## src/rtl/rdc_pkg.sv

```systemverilog
`timescale 1ns/1ps
// Shared types for the reset domain controller.
// Assumes: nothing beyond the standard language.
package rdc_pkg;

    // Release sequencer states, in the order a cold release walks them
    typedef enum logic [1:0] {
        SEQ_COLD = 2'd0,   // sticky, core and bus domains held
        SEQ_CORE = 2'd1,   // core and bus domains held
        SEQ_BUS  = 2'd2,   // bus domains held
        SEQ_RUN  = 2'd3    // all domains released
    } seq_state_e;

endpackage

```

## src/rtl/rdc_sync.sv

```systemverilog
`timescale 1ns/1ps
// Reset synchronizer: clears at once when the asynchronous active-low
// input falls, and releases after STAGES clock edges once it rises.
// Assumes: STAGES >= 2. This is the only asynchronously cleared logic in
// the block, because it is what turns the pin into the synchronous reset.
module rdc_sync #(
    parameter int unsigned STAGES = 2
) (
    input  logic clk_i,
    input  logic async_n_i,
    output logic sync_n_o
);

    logic [STAGES-1:0] chain_q;

    // Shift ones in after release; clear the whole chain while the pin is low
    always_ff @(posedge clk_i or negedge async_n_i) begin
        if (!async_n_i) begin
            chain_q <= '0;
        end else begin
            chain_q <= {chain_q[STAGES-2:0], 1'b1};
        end
    end

    assign sync_n_o = chain_q[STAGES-1];

endmodule

```

## src/rtl/rdc_guard.sv

```systemverilog
`timescale 1ns/1ps
// Minimum-spacing guard: a start pulse loads GUARD_CYCLES into a down
// counter, and the window is open while the counter is non-zero.
// Assumes: GUARD_CYCLES >= 1; a start pulse while open restarts the window.
module rdc_guard #(
    parameter int unsigned GUARD_CYCLES = 100000
) (
    input  logic clk_i,
    input  logic rst_n_i,
    input  logic start_i,
    output logic active_o
);

    localparam int unsigned CW = $clog2(GUARD_CYCLES + 1);
    localparam logic [CW-1:0] LOAD = CW'(GUARD_CYCLES);

    logic [CW-1:0] cnt_q;

    // Load on start, count down to zero otherwise
    always_ff @(posedge clk_i) begin
        if (!rst_n_i) begin
            cnt_q <= '0;
        end else if (start_i) begin
            cnt_q <= LOAD;
        end else if (cnt_q != '0) begin
            cnt_q <= cnt_q - 1'b1;
        end
    end

    assign active_o = (cnt_q != '0);

endmodule

```

## src/rtl/rdc_sequencer.sv

```systemverilog
`timescale 1ns/1ps
// Release sequencer: walks the staged release after a cold reset, and
// accepts warm and hot resets from the running state.
// - Hot resets are held pending while the guard window is open or a
//   function-level reset is busy.
// - Warm requests made outside the running state are ignored.
// Reset outputs are registered from the next state.
// Assumes: rst_n_i is synchronous; STAGE_CYCLES >= 1.
module rdc_sequencer
    import rdc_pkg::*;
#(
    parameter int unsigned STAGE_CYCLES = 16
) (
    input  logic clk_i,
    input  logic rst_n_i,
    input  logic warm_req_i,
    input  logic hot_req_i,
    input  logic fn_busy_i,
    input  logic guard_active_i,
    output logic sticky_q_o,
    output logic core_q_o,
    output logic stream_q_o,
    output logic csr_q_o,
    output logic all_up_q_o,
    output logic release_o
);

    localparam int unsigned CNT_W = (STAGE_CYCLES > 1) ? $clog2(STAGE_CYCLES) : 1;
    localparam logic [CNT_W-1:0] CNT_LOAD = CNT_W'(STAGE_CYCLES - 1);

    seq_state_e        state_q, state_d;
    logic [CNT_W-1:0]  cnt_q;
    logic              hot_pend_q;
    logic              stage_done, take_hot, take_warm;

    // Next-state decision and acceptance of warm and hot requests
    always_comb begin
        stage_done = (cnt_q == '0);
        take_hot   = (state_q == SEQ_RUN) && (hot_req_i || hot_pend_q)
                     && !guard_active_i && !fn_busy_i;
        take_warm  = (state_q == SEQ_RUN) && warm_req_i;
        state_d    = state_q;
        case (state_q)
            SEQ_COLD: if (stage_done) state_d = SEQ_CORE;
            SEQ_CORE: if (stage_done) state_d = SEQ_BUS;
            SEQ_BUS:  if (stage_done) state_d = SEQ_RUN;
            SEQ_RUN:  if (take_hot || take_warm) state_d = SEQ_CORE;
            default:  state_d = SEQ_COLD;
        endcase
        release_o = (state_q != SEQ_RUN) && (state_d == SEQ_RUN);
    end

    // State, stage counter and hot-reset pending flag
    always_ff @(posedge clk_i) begin
        if (!rst_n_i) begin
            state_q    <= SEQ_COLD;
            cnt_q      <= CNT_LOAD;
            hot_pend_q <= 1'b0;
        end else begin
            state_q <= state_d;
            if (state_d != state_q) begin
                cnt_q <= CNT_LOAD;
            end else if (cnt_q != '0) begin
                cnt_q <= cnt_q - 1'b1;
            end
            if (take_hot) begin
                hot_pend_q <= 1'b0;
            end else if (hot_req_i) begin
                hot_pend_q <= 1'b1;
            end
        end
    end

    // Registered reset outputs decoded from the next state
    always_ff @(posedge clk_i) begin
        if (!rst_n_i) begin
            sticky_q_o <= 1'b1;
            core_q_o   <= 1'b1;
            stream_q_o <= 1'b1;
            csr_q_o    <= 1'b1;
            all_up_q_o <= 1'b0;
        end else begin
            sticky_q_o <= (state_d == SEQ_COLD);
            core_q_o   <= (state_d == SEQ_COLD) || (state_d == SEQ_CORE);
            stream_q_o <= (state_d != SEQ_RUN);
            csr_q_o    <= (state_d != SEQ_RUN);
            all_up_q_o <= (state_d == SEQ_RUN);
        end
    end

endmodule

```

## src/rtl/pcie_reset_ctrl.sv

```systemverilog
`timescale 1ns/1ps
// Reset domain controller for a PCIe endpoint interface: synchronizes the
// platform reset, sequences the release of the sticky, core and bus
// domains, and spaces link resets with a guard window.
// Assumes: all inputs except plat_rst_n_i are synchronous to clk_i.
// Each output is forced high combinationally from the asynchronously
// cleared synchronizer, so assertion does not wait for an edge.
module pcie_reset_ctrl #(
    parameter int unsigned CLK_FREQ_HZ  = 200_000_000,
    parameter int unsigned GUARD_US     = 500,
    parameter int unsigned STAGE_CYCLES = 16,
    parameter int unsigned SYNC_STAGES  = 2
) (
    input  logic clk_i,
    input  logic plat_rst_n_i,
    input  logic warm_req_i,
    input  logic link_hot_rst_i,
    input  logic fn_rst_busy_i,
    output logic sticky_rst_o,
    output logic core_rst_o,
    output logic stream_rst_o,
    output logic csr_rst_o,
    output logic guard_active_o,
    output logic all_up_o
);

    localparam longint unsigned GUARD_64 =
        64'(CLK_FREQ_HZ) * 64'(GUARD_US) / 64'd1_000_000;
    localparam int unsigned GUARD_CYCLES = (GUARD_64 == 0) ? 1 : 32'(GUARD_64);

    logic rst_sync_n;
    logic guard_start, guard_active;
    logic sticky_q, core_q, stream_q, csr_q, all_up_q;

    rdc_sync #(.STAGES(SYNC_STAGES)) u_sync (
        .clk_i     (clk_i),
        .async_n_i (plat_rst_n_i),
        .sync_n_o  (rst_sync_n)
    );

    rdc_guard #(.GUARD_CYCLES(GUARD_CYCLES)) u_guard (
        .clk_i    (clk_i),
        .rst_n_i  (rst_sync_n),
        .start_i  (guard_start),
        .active_o (guard_active)
    );

    rdc_sequencer #(.STAGE_CYCLES(STAGE_CYCLES)) u_seq (
        .clk_i          (clk_i),
        .rst_n_i        (rst_sync_n),
        .warm_req_i     (warm_req_i),
        .hot_req_i      (link_hot_rst_i),
        .fn_busy_i      (fn_rst_busy_i),
        .guard_active_i (guard_active),
        .sticky_q_o     (sticky_q),
        .core_q_o       (core_q),
        .stream_q_o     (stream_q),
        .csr_q_o        (csr_q),
        .all_up_q_o     (all_up_q),
        .release_o      (guard_start)
    );

    assign sticky_rst_o   = sticky_q | ~rst_sync_n;
    assign core_rst_o     = core_q   | ~rst_sync_n;
    assign stream_rst_o   = stream_q | ~rst_sync_n;
    assign csr_rst_o      = csr_q    | ~rst_sync_n;
    assign all_up_o       = all_up_q &  rst_sync_n;
    assign guard_active_o = guard_active;

endmodule

```

## config.mk

```make
export PLATFORM = sky130hd
export DESIGN_NAME = pcie_reset_ctrl
export DESIGN_NICKNAME = d
export VERILOG_FILES = /design/src/rtl/rdc_pkg.sv /design/src/rtl/rdc_sync.sv /design/src/rtl/rdc_guard.sv /design/src/rtl/rdc_sequencer.sv /design/src/rtl/pcie_reset_ctrl.sv
export SDC_FILE = /design/constraint.sdc
export NUM_CORES = 1
export LEC_CHECK = 0
export ABC_AREA = 1
export BUFFER_PORTS_ARGS = -buffer_cell sky130_fd_sc_hd__buf_2
export CAP_MARGIN = 20
export CORE_MARGIN = 3
export CORE_UTILIZATION = 55
export DETAILED_ROUTE_END_ITERATION = 16
export GPL_TIMING_DRIVEN = 0
export PLACE_DENSITY = 0.84
export SYNTH_ARGS = -nofsm -noshare
export SYNTH_HDL_FRONTEND = slang
export SYNTH_SLANG_ARGS = --single-unit
export TNS_END_PERCENT = 50
```

## constraint.sdc

```tcl
create_clock -name clk_i -period 1.95 [get_ports clk_i]
set_clock_uncertainty 0.1 [all_clocks]
set_input_delay 0.2925 -clock clk_i [delete_from_list [all_inputs] [get_ports clk_i]]
set_output_delay 0.2925 -clock clk_i [all_outputs]
set_load 0.005 [all_outputs]
```

After elaboration in Yosys (flattened, before gate mapping)
Cells that the tools add are included.
{ "word_totals": {"memories": 0, "wordCells": 51, "ram_bits": 0, "latch_bits": 0, "in_bits": 5, "mem_bits_ro": 0, "output_inout_bits": 6, "regBits": 30} }
{ "classes": {"div": 0, "addsub": 2, "n_lt_le_gt_ge": 0, "n_reduce_logical": 19, "eq_ne": 8, "shift": 0, "n_mul": 0, "muxes": 7, "bitwise_logic": 5} }
{ "op_table": {"columns": ["operator", "count"], "rows": [
  ["$mux 17", 2],
  ["$reduce_bool 17->1", 1],
  ["$sub 17x1->17 const B", 1],
  ["$mux 2", 4],
  ["$pmux 2 s4", 1],
  ["$eq 2x2->1 const B", 3],
  ["$reduce_or 2->1", 3],
  ["$logic_and 1x1->1", 5],
  ["$eq 2x1->1 const B", 2],
  ["$logic_not 2->1", 2],
  ["$logic_not 4->1", 1],
  ["$ne 2x2->1 const B", 2],
  ["$reduce_bool 4->1", 1],
  ["$sub 4x1->4 const B", 1],
  ["$logic_or 1x1->1", 3],
  ["$or 1x1->1", 3],
  ["$logic_not 1->1", 2],
  ["$ne 2x2->1", 1],
  ["$reduce_bool 2->1", 1],
  ["$and 1x1->1", 1],
  ["$not 1->1", 1]
]} }

Logic depth before layout (Yosys ltp)
Gate-level depths: netlist of run 1.
{ "depth": {"word_depth": 10, "mapped_depth": 9, "mapped_depth_nobuf": 9} }

By module
A second synthesis of run 1 with hierarchy kept.
{ "hier_totals": {"hier_cells": 220, "area_unflattened_um2": 1537.7} }
{ "by_module_without_submodules": {"columns": ["module", "n_inst", "seq_area_each_um2", "cells_per_inst", "area_each_um2"], "rows": [
  ["rdc_guard", 1, 340.3, 134, 912.1],
  ["rdc_sequencer", 1, 220.2, 73, 534.3],
  ["rdc_sync", 1, 50.0, 3, 53.8],
  ["pcie_reset_ctrl", 1, 0.0, 10, 37.5]
]} }

Worst setup path before layout of run 1
OpenSTA, ideal clock, no wires.
{ "synth_path": {"kind": "reg2out", "from": "register u_sync.chain_q[1]", "to": "output port stream_rst_o", "n_path_buf": 1, "required_ps": 1558, "slack_ps": 460, "t_arrival_ps": 1097, "stages_incl_launch_ff": 4, "path_cell_list": "dfrtp_1 -> clkinv_1 -> or2_2 -> buf_4"} }
{ "synth_between": {"elab_chain_len": 2} }
{ "synth_rtl": {"columns": ["element", "line", "text"], "rows": [
  ["from (decl)", "rdc_sync.sv:14", "logic [STAGES-1:0] chain_q;"],
  ["from (signal assigned)", "rdc_sync.sv:21", "chain_q <= {chain_q[STAGES-2:0], 1'b1};"],
  ["$not 1->1 (no source line)", null, null],
  ["$or 1x1->1", null, null],
  ["to (decl)", "pcie_reset_ctrl.sv:21", "output logic stream_rst_o,"]
]} }
Every way passes these cells.

Final worst setup path of run 1
{ "layout_path": {"from": "register u_guard.cnt_q[0]", "to": "output port guard_active_o"} }
{ "layout_between": {"elab_chain_len": 1} }
{ "layout_rtl": {"columns": ["element", "line", "text"], "rows": [
  ["from (decl)", "rdc_guard.sv:17", "logic [CW-1:0] cnt_q;"],
  ["from (signal assigned)", "rdc_guard.sv:26", "cnt_q <= cnt_q - 1'b1;"],
  ["$reduce_bool 17->1", "rdc_guard.sv:30", "assign active_o = (cnt_q != '0);"],
  ["to (decl)", "pcie_reset_ctrl.sv:23", "output logic guard_active_o,"]
]} }
Every way passes these cells.

==> flow_summary.yaml, run 1 <==
status:
  status: "complete, no violations"
clocking:
  htreeDepth: 2
  root_buffer: "clkbuf_4"
  clock_latency_ns: 0.33
  clk_pin_slew_worst_paths_ns: 0.09
  cts.sinks: 30
  clk_path_buf_depth: 2
  cts_inserted_buffers: 5
  tritoncts: "built"
final_layout:
  final_layout_size_suffix_gt1_share_pct: 25.2
  filler_cell_count: 221
  synthToLayoutAreaGrowth_pct: 10.9
  antenna_cells: 0
  finalNetCount: 245
setup_path:
  critPathArrivalTime_ns: 1.48
  critPathSlowestCell: "dfxtp_1"
  start_kind: "flip-flop"
  reg2reg_slack_ns: 0.30
  cp_cell_sequence: "inv_2, ha_1, nand3_1, nor2_4, nand2_2, buf_2"
  crit_path_max_incr_delay_ns: 0.33
  critical_path_class: "flip-flop to output port"
  r2r-end: "u_guard.cnt_q[11]"
  end_kind: "output port"
  r2r-start: "u_seq.cnt_q[0]"
  path_max_fanout: 6
  worst_ep_required_time_ns: 1.56
  reg2regPathDepth: 8
logic_synthesis:
  avgSynthCellArea_um2: 7.39
  synthFlopType: "dfxtp_1"
  yosysMostFrequentCell: "nand2_1"
  synth_commonest_cells: "nand2_1, dfxtp_1, nor2_1, inv_1, nand3_1"
  yosysSeqAreaShare_pct: 38.1
  synth_edf_count: 0
  synthesis.area_um2: 1600
  yosysTopAreaCell: "dfxtp_1"
  syn_inst: 217
  synth_seq_cells: 30
  syn-num-nets: 225
  yosys-top-cells-area: "dfxtp_1, nand2_1, nor2_1"
  yosys.cell_types.count: 30
  yosysWarnings: 0
  synth-async-reset-ratio_pct: 6.67
  synth_top_area_share_pct: 35.0
drt:
  drc: 0
  drt-initial-drc-count: 59
  drt_wl_total_um: 2970
  wl_per_cell_um: 11.1
  first_pass_iters: 3
  vias: 1336
  drtAntennaViolNets: 0
  post_drt_via_cell_ratio: 4.99
placed_design:
  dp_slack_ns: 0.164
  dpl.hpwl_um: 2190
  port_buffers: 10
  gp_congestion: 0.849
global_routing:
  grt_pass1_vias: 1285
  grt_start_max_net_pins: 11
  grt_pass1_wl_um: 5370
  antenna_found_initial: 0
  grt_overflow: 0
  track_usage_pct: 20.3
power:
  p_sw_share_pct: 23.0
  p_int_mw: 0.813
  p_leak_nw: 0.854
  p_seq_share_pct: 59.3
  pwr-share-clk_pct: 37.0
  p_sw_mw: 0.243
  comb_power_share_pct: 3.7
  peakVddDrop_mv: 0.511
  power_density_nw_per_um2: 594
die:
  dieArea_um2: 3600
  dieHeight_um: 60.0
  die_x_um: 60.0
  row_count: 18
  start_util_pct: 61.4
  core_um2: 2610
  ios: 11
sta:
  fin_crit_ns: 1.87
  setup_viol: 0
  fmax_ghz: 0.535
  fin_setup_tns_ns: 0
  hold_viol: 0
  grt_setup_unrepaired: "yes"
  finalWorstSetupSlack_ns: 0.0798
  finalMaxSlewViolations: 0
  period_share_pct: 95.9
hold_path:
  holdCritPathClass: "primary input to flip-flop"
  worstHoldEndpoint: "u_seq.hot_pend_q"
  hold_start: "link_hot_rst_i"
  hold_depth: 3
run:
  drv_cap: 0
==> timing repair <==
action	CTS	global route
resized for setup	2	1
cloned	0	0
buffers inserted	0	2
hold buffers	1	0
hold endpoints to repair	2	0
endpoints found under the setup margin	4	2
==> stage by stage <==
step	hold WS (ns)	power (mW)	utilization [%]	instance area, µm²	instances
CTS	0.108	1.07	67.5	1760	266
floorplan	-0.103	0.663	-	1600	217
global placement	-0.0207	0.674	64.7	1690	257
finish	0.116	1.06	68.1	1780	268
global route	0.132	1.12	68.1	1780	268
detailed placement	-0.0193	0.675	64.7	1690	257
==> registers in the layout (all words and copies together) (netlist names) <==
register	count
u_seq.core_q_o	1
u_seq.cnt_q	4
u_seq.stream_q_o	1
u_seq.state_q	2
u_sync.chain_q	2
u_seq.all_up_q_o	1
u_seq.hot_pend_q	1
u_seq.sticky_q_o	1
u_guard.cnt_q	17
==> how the worst max path moves through the flow <==
stage | startpoint | to | slack [ns] | depth (start not counted)
6_report | u_guard.cnt_q[0] | guard_active_o | 0.08 | 6
3_3_place_gp | u_sync.chain_q[1] | stream_rst_o | 0.17 | 4
3_5_place_dp | u_sync.chain_q[1] | stream_rst_o | 0.16 | 4
5_1_grt | u_guard.cnt_q[0] | guard_active_o | -0.06 | 6
4_1_cts | u_guard.cnt_q[0] | guard_active_o | 0.003 | 6
2_1_floorplan | u_sync.chain_q[1] | stream_rst_o | 0.46 | 3
==> layout make-up <==
class                      count  area [µm²]  share of cell area [%]
multi-input combinational    159         872                    49.0
sequential                    30         612                    34.4
inverter                      25        95.1                    5.35
timing repair buffer          13        75.1                    4.22
clock buffer                   7        55.1                    3.10
tap                           30        37.5                    2.11
buffer                         3        26.3                    1.48
clock inverter                 1        5.00                   0.281
==> power groups by stage <==
| stage | clock network, mW | logic, mW | registers, mW |
|---|---|---|---|
| after detailed placement | 0 | 0.0335 | 0.641 |
| after global routing | 0.444 | 0.0466 | 0.627 |
| after global placement | 0 | 0.0329 | 0.641 |
| after CTS | 0.404 | 0.0356 | 0.627 |
| after floorplan | 0 | 0.0239 | 0.639 |
| final | 0.390 | 0.0393 | 0.626 |
==> cells by family after synthesis <==
group | Yosys count | share of synthesized area, %
buffers and inverters | 28 | 7.49
XOR/XNOR | 4 | 2.19
AND/OR/NAND/NOR | 134 | 43.6
other | 1 | 0.234
flip-flops | 30 | 38.1
AO/OA/AOI/OAI | 17 | 6.09
adder cells (fa/ha/maj) | 3 | 2.34
==> layout by cell type (no fill, tap or decap), drive strengths merged <==
cell and instances:
nand2 60, nor2 41, dfxtp 28, inv 24, nand3 20, buf 15, a21oi 11, clkbuf 7
nand3b 6, xor2 4, o21ai 4, or2 3, ha 3, clkinv 2, nor3 2, nand4 2
dfrtp 2, o21bai 1, o31ai 1, dlygate4sd3 1, conb 1
==> layer usage <==
layer	GRT usage, %	routed length [µm]
met1	23.5	1400
met2	33.5	1400
met3	4.75	111
met4	12.0	57
met5	0	0
==> worst max-delay path, delay by kind of cell (launching register included) <==
family,cells,cell delay (ns)
and+or+nand+nor,3,0.40
DFF,1,0.33
buffers and inverters,2,0.25
adders and majority gates,1,0.17
Note: power is estimated with default switching activity, not from simulation.
==> run 2, diff against run 1 <==
--- a/config.mk
+++ b/config.mk
@@ -8,11 +8,14 @@
 export ABC_AREA = 1
 export BUFFER_PORTS_ARGS = -buffer_cell sky130_fd_sc_hd__buf_2
 export CAP_MARGIN = 20
+export CELL_PAD_IN_SITES_DETAIL_PLACEMENT = 1
+export CELL_PAD_IN_SITES_GLOBAL_PLACEMENT = 1
 export CORE_MARGIN = 3
-export CORE_UTILIZATION = 55
+export CORE_UTILIZATION = 43
 export DETAILED_ROUTE_END_ITERATION = 16
 export GPL_TIMING_DRIVEN = 0
-export PLACE_DENSITY = 0.84
+export PLACE_DENSITY = 0.87
+export SETUP_SLACK_MARGIN = 0.2
 export SYNTH_ARGS = -nofsm -noshare
 export SYNTH_HDL_FRONTEND = slang
 export SYNTH_SLANG_ARGS = --single-unit
==> run 2 against run 1 <==
Net effect:
- hold slack better by 0.035 ns
- clock power rose by 71%
- critical path depth rose by 2
- register-to-register slack lost 0.23 ns
==> flow_summary.yaml, run 2 (synthesis results as in run 1) <==
drt:
  first_pass_iters: 4
  drt-initial-drc-count: 72
  wl_met2_um: 2870
  post_drt_via_cell_ratio: 5.40
  vias: 1571
  drc: 0
  m1WireLength_um: 2330
  highest_layer: "met4"
  wl_per_cell_um: 19.3
  drtAntennaViolNets: 0
  wl_met3_um: 232
  drt_wl_total_um: 5620
final_layout:
  finalNetCount: 252
  final_area_um2: 1930
  final_layout_size_suffix_gt1_share_pct: 29.0
  regMostFlops: "u_guard.cnt_q"
  largest_reg_flops: 17
  fin_cells: 291
  antenna_cells: 0
  synthToLayoutAreaGrowth_pct: 20.5
  top_regs: "u_guard.cnt_q: 17 flops, u_seq.cnt_q: 4 flops"
  final_cell_mix: "nand2_1, dfxtp_1, nor2_1"
  final_common_cell: "nand2_1"
hold_path:
  hold_depth: 3
  holdCritPathClass: "primary input to flip-flop"
sta:
  fmax_ghz: 0.532
  fin_setup_tns_ns: 0
  finalMaxSlewViolations: 0
  setup_viol: 0
  fin_crit_ns: 1.88
  grt_setup_unrepaired: "yes"
  finalWorstSetupSlack_ns: 0.0716
  fin_hold_ws_ns: 0.151
  hold_viol: 0
  period_share_pct: 96.3
setup_path:
  critical_path_class: "flip-flop to flip-flop"
  worst_ep_required_time_ns: 2.03
  end_kind: "flip-flop"
  start_kind: "flip-flop"
  reg2regPathDepth: 8
  path_max_fanout: 10
  critPathArrivalTime_ns: 1.96
clocking:
  cts_inserted_buffers: 5
  htreeDepth: 2
  clk_pin_slew_worst_paths_ns: 0.09
  clk_path_buf_depth: 2
  tritoncts: "built"
  root_buffer: "clkbuf_8"
  cts.sinks: 30
  clock_latency_ns: 0.30
placed_design:
  gp_congestion: 0.750
  place_area_um2: 1710
  dp_slack_ns: 0.152
  dpl.hpwl_um: 2880
  post-place-cells: 273
  port_buffers: 10
global_routing:
  grt_pass1_vias: 1538
  antenna_found_initial: 0
  grt_overflow: 0
  track_usage_pct: 21.7
  grt_start_max_net_pins: 11
  grt_pass1_wl_um: 7250
status:
  status: "complete, no violations"
power:
  peakVddDrop_mv: 0.626
  power_density_nw_per_um2: 699
  p_leak_nw: 0.910
die:
  dieHeight_um: 67.1
  row_count: 21
  core_um2: 3470
  dieArea_um2: 4500
  die_x_um: 67.1
  ios: 11
  start_util_pct: 46.2
run:
  drv_cap: 0
## run 2: final cells by class
class	instances	area [µm²]
clock inverters	2	37.5
clock buffers	6	72.6
well taps	46	57.6
plain buffers	3	30.0
multi-input cells	159	895
inverters	25	98.8
flip-flops and latches	30	612
repair buffers	20	128
fillers	450	1540
## run 2: final timing paths
kind / slack (ns) / startpoint / to
hold / removal: 0.15 / link_hot_rst_i / u_seq.hot_pend_q
setup / recovery: 0.07 / u_seq.cnt_q[0] / u_guard.cnt_q[14]
max in group asynchronous: 1.43 / plat_rst_n_i / u_sync.chain_q[1]
hold reg to reg: 0.28 / u_sync.chain_q[0] / u_sync.chain_q[1]
setup reg to reg: 0.07 / u_seq.cnt_q[0] / u_guard.cnt_q[14]
min in group asynchronous: 0.21 / plat_rst_n_i / u_sync.chain_q[1]
## run 2: stage by stage
stage	utilization, %	power (mW)
3_5_place_dp	49.3	0.678
5_1_grt	55.7	1.38
4_1_cts	54.2	1.31
2_1_floorplan	-	0.663
3_3_place_gp	49.3	0.675
6_report	55.7	1.35
## run 2: report_power, final
part           switching (mW)  total [mW]  internal [mW]  leakage [nW]
combinational          0.0371      0.0554         0.0184         0.609
clock                   0.286       0.667          0.382        0.0514
sequential            0.00547       0.627          0.622         0.249
## run 2: what timing repair did
item	4_1_cts	5_1_grt
hold endpoints to repair	2	0
setup endpoints to repair	12	12
pin swaps	1	5
hold buffers	1	0
setup buffers	3	6
cloned	0	0
resized for setup	9	2
## run 2: layer usage
layer	GRT usage (%)	up-vias
li1	-	730
met1	23.7	769
met2	39.9	53
met4	7.85	0
met3	5.23	19
met5	0	-
## run 2: critical path, stage by stage, from the launching register on
cell	delay, ns
dfxtp_1	0.30
inv_1	0.17
ha_2	0.27
nand2_2	0.10
nor2_4	0.22
nand3_4	0.16
nand2_1	0.19
buf_6	0.18
nor2_1	0.06
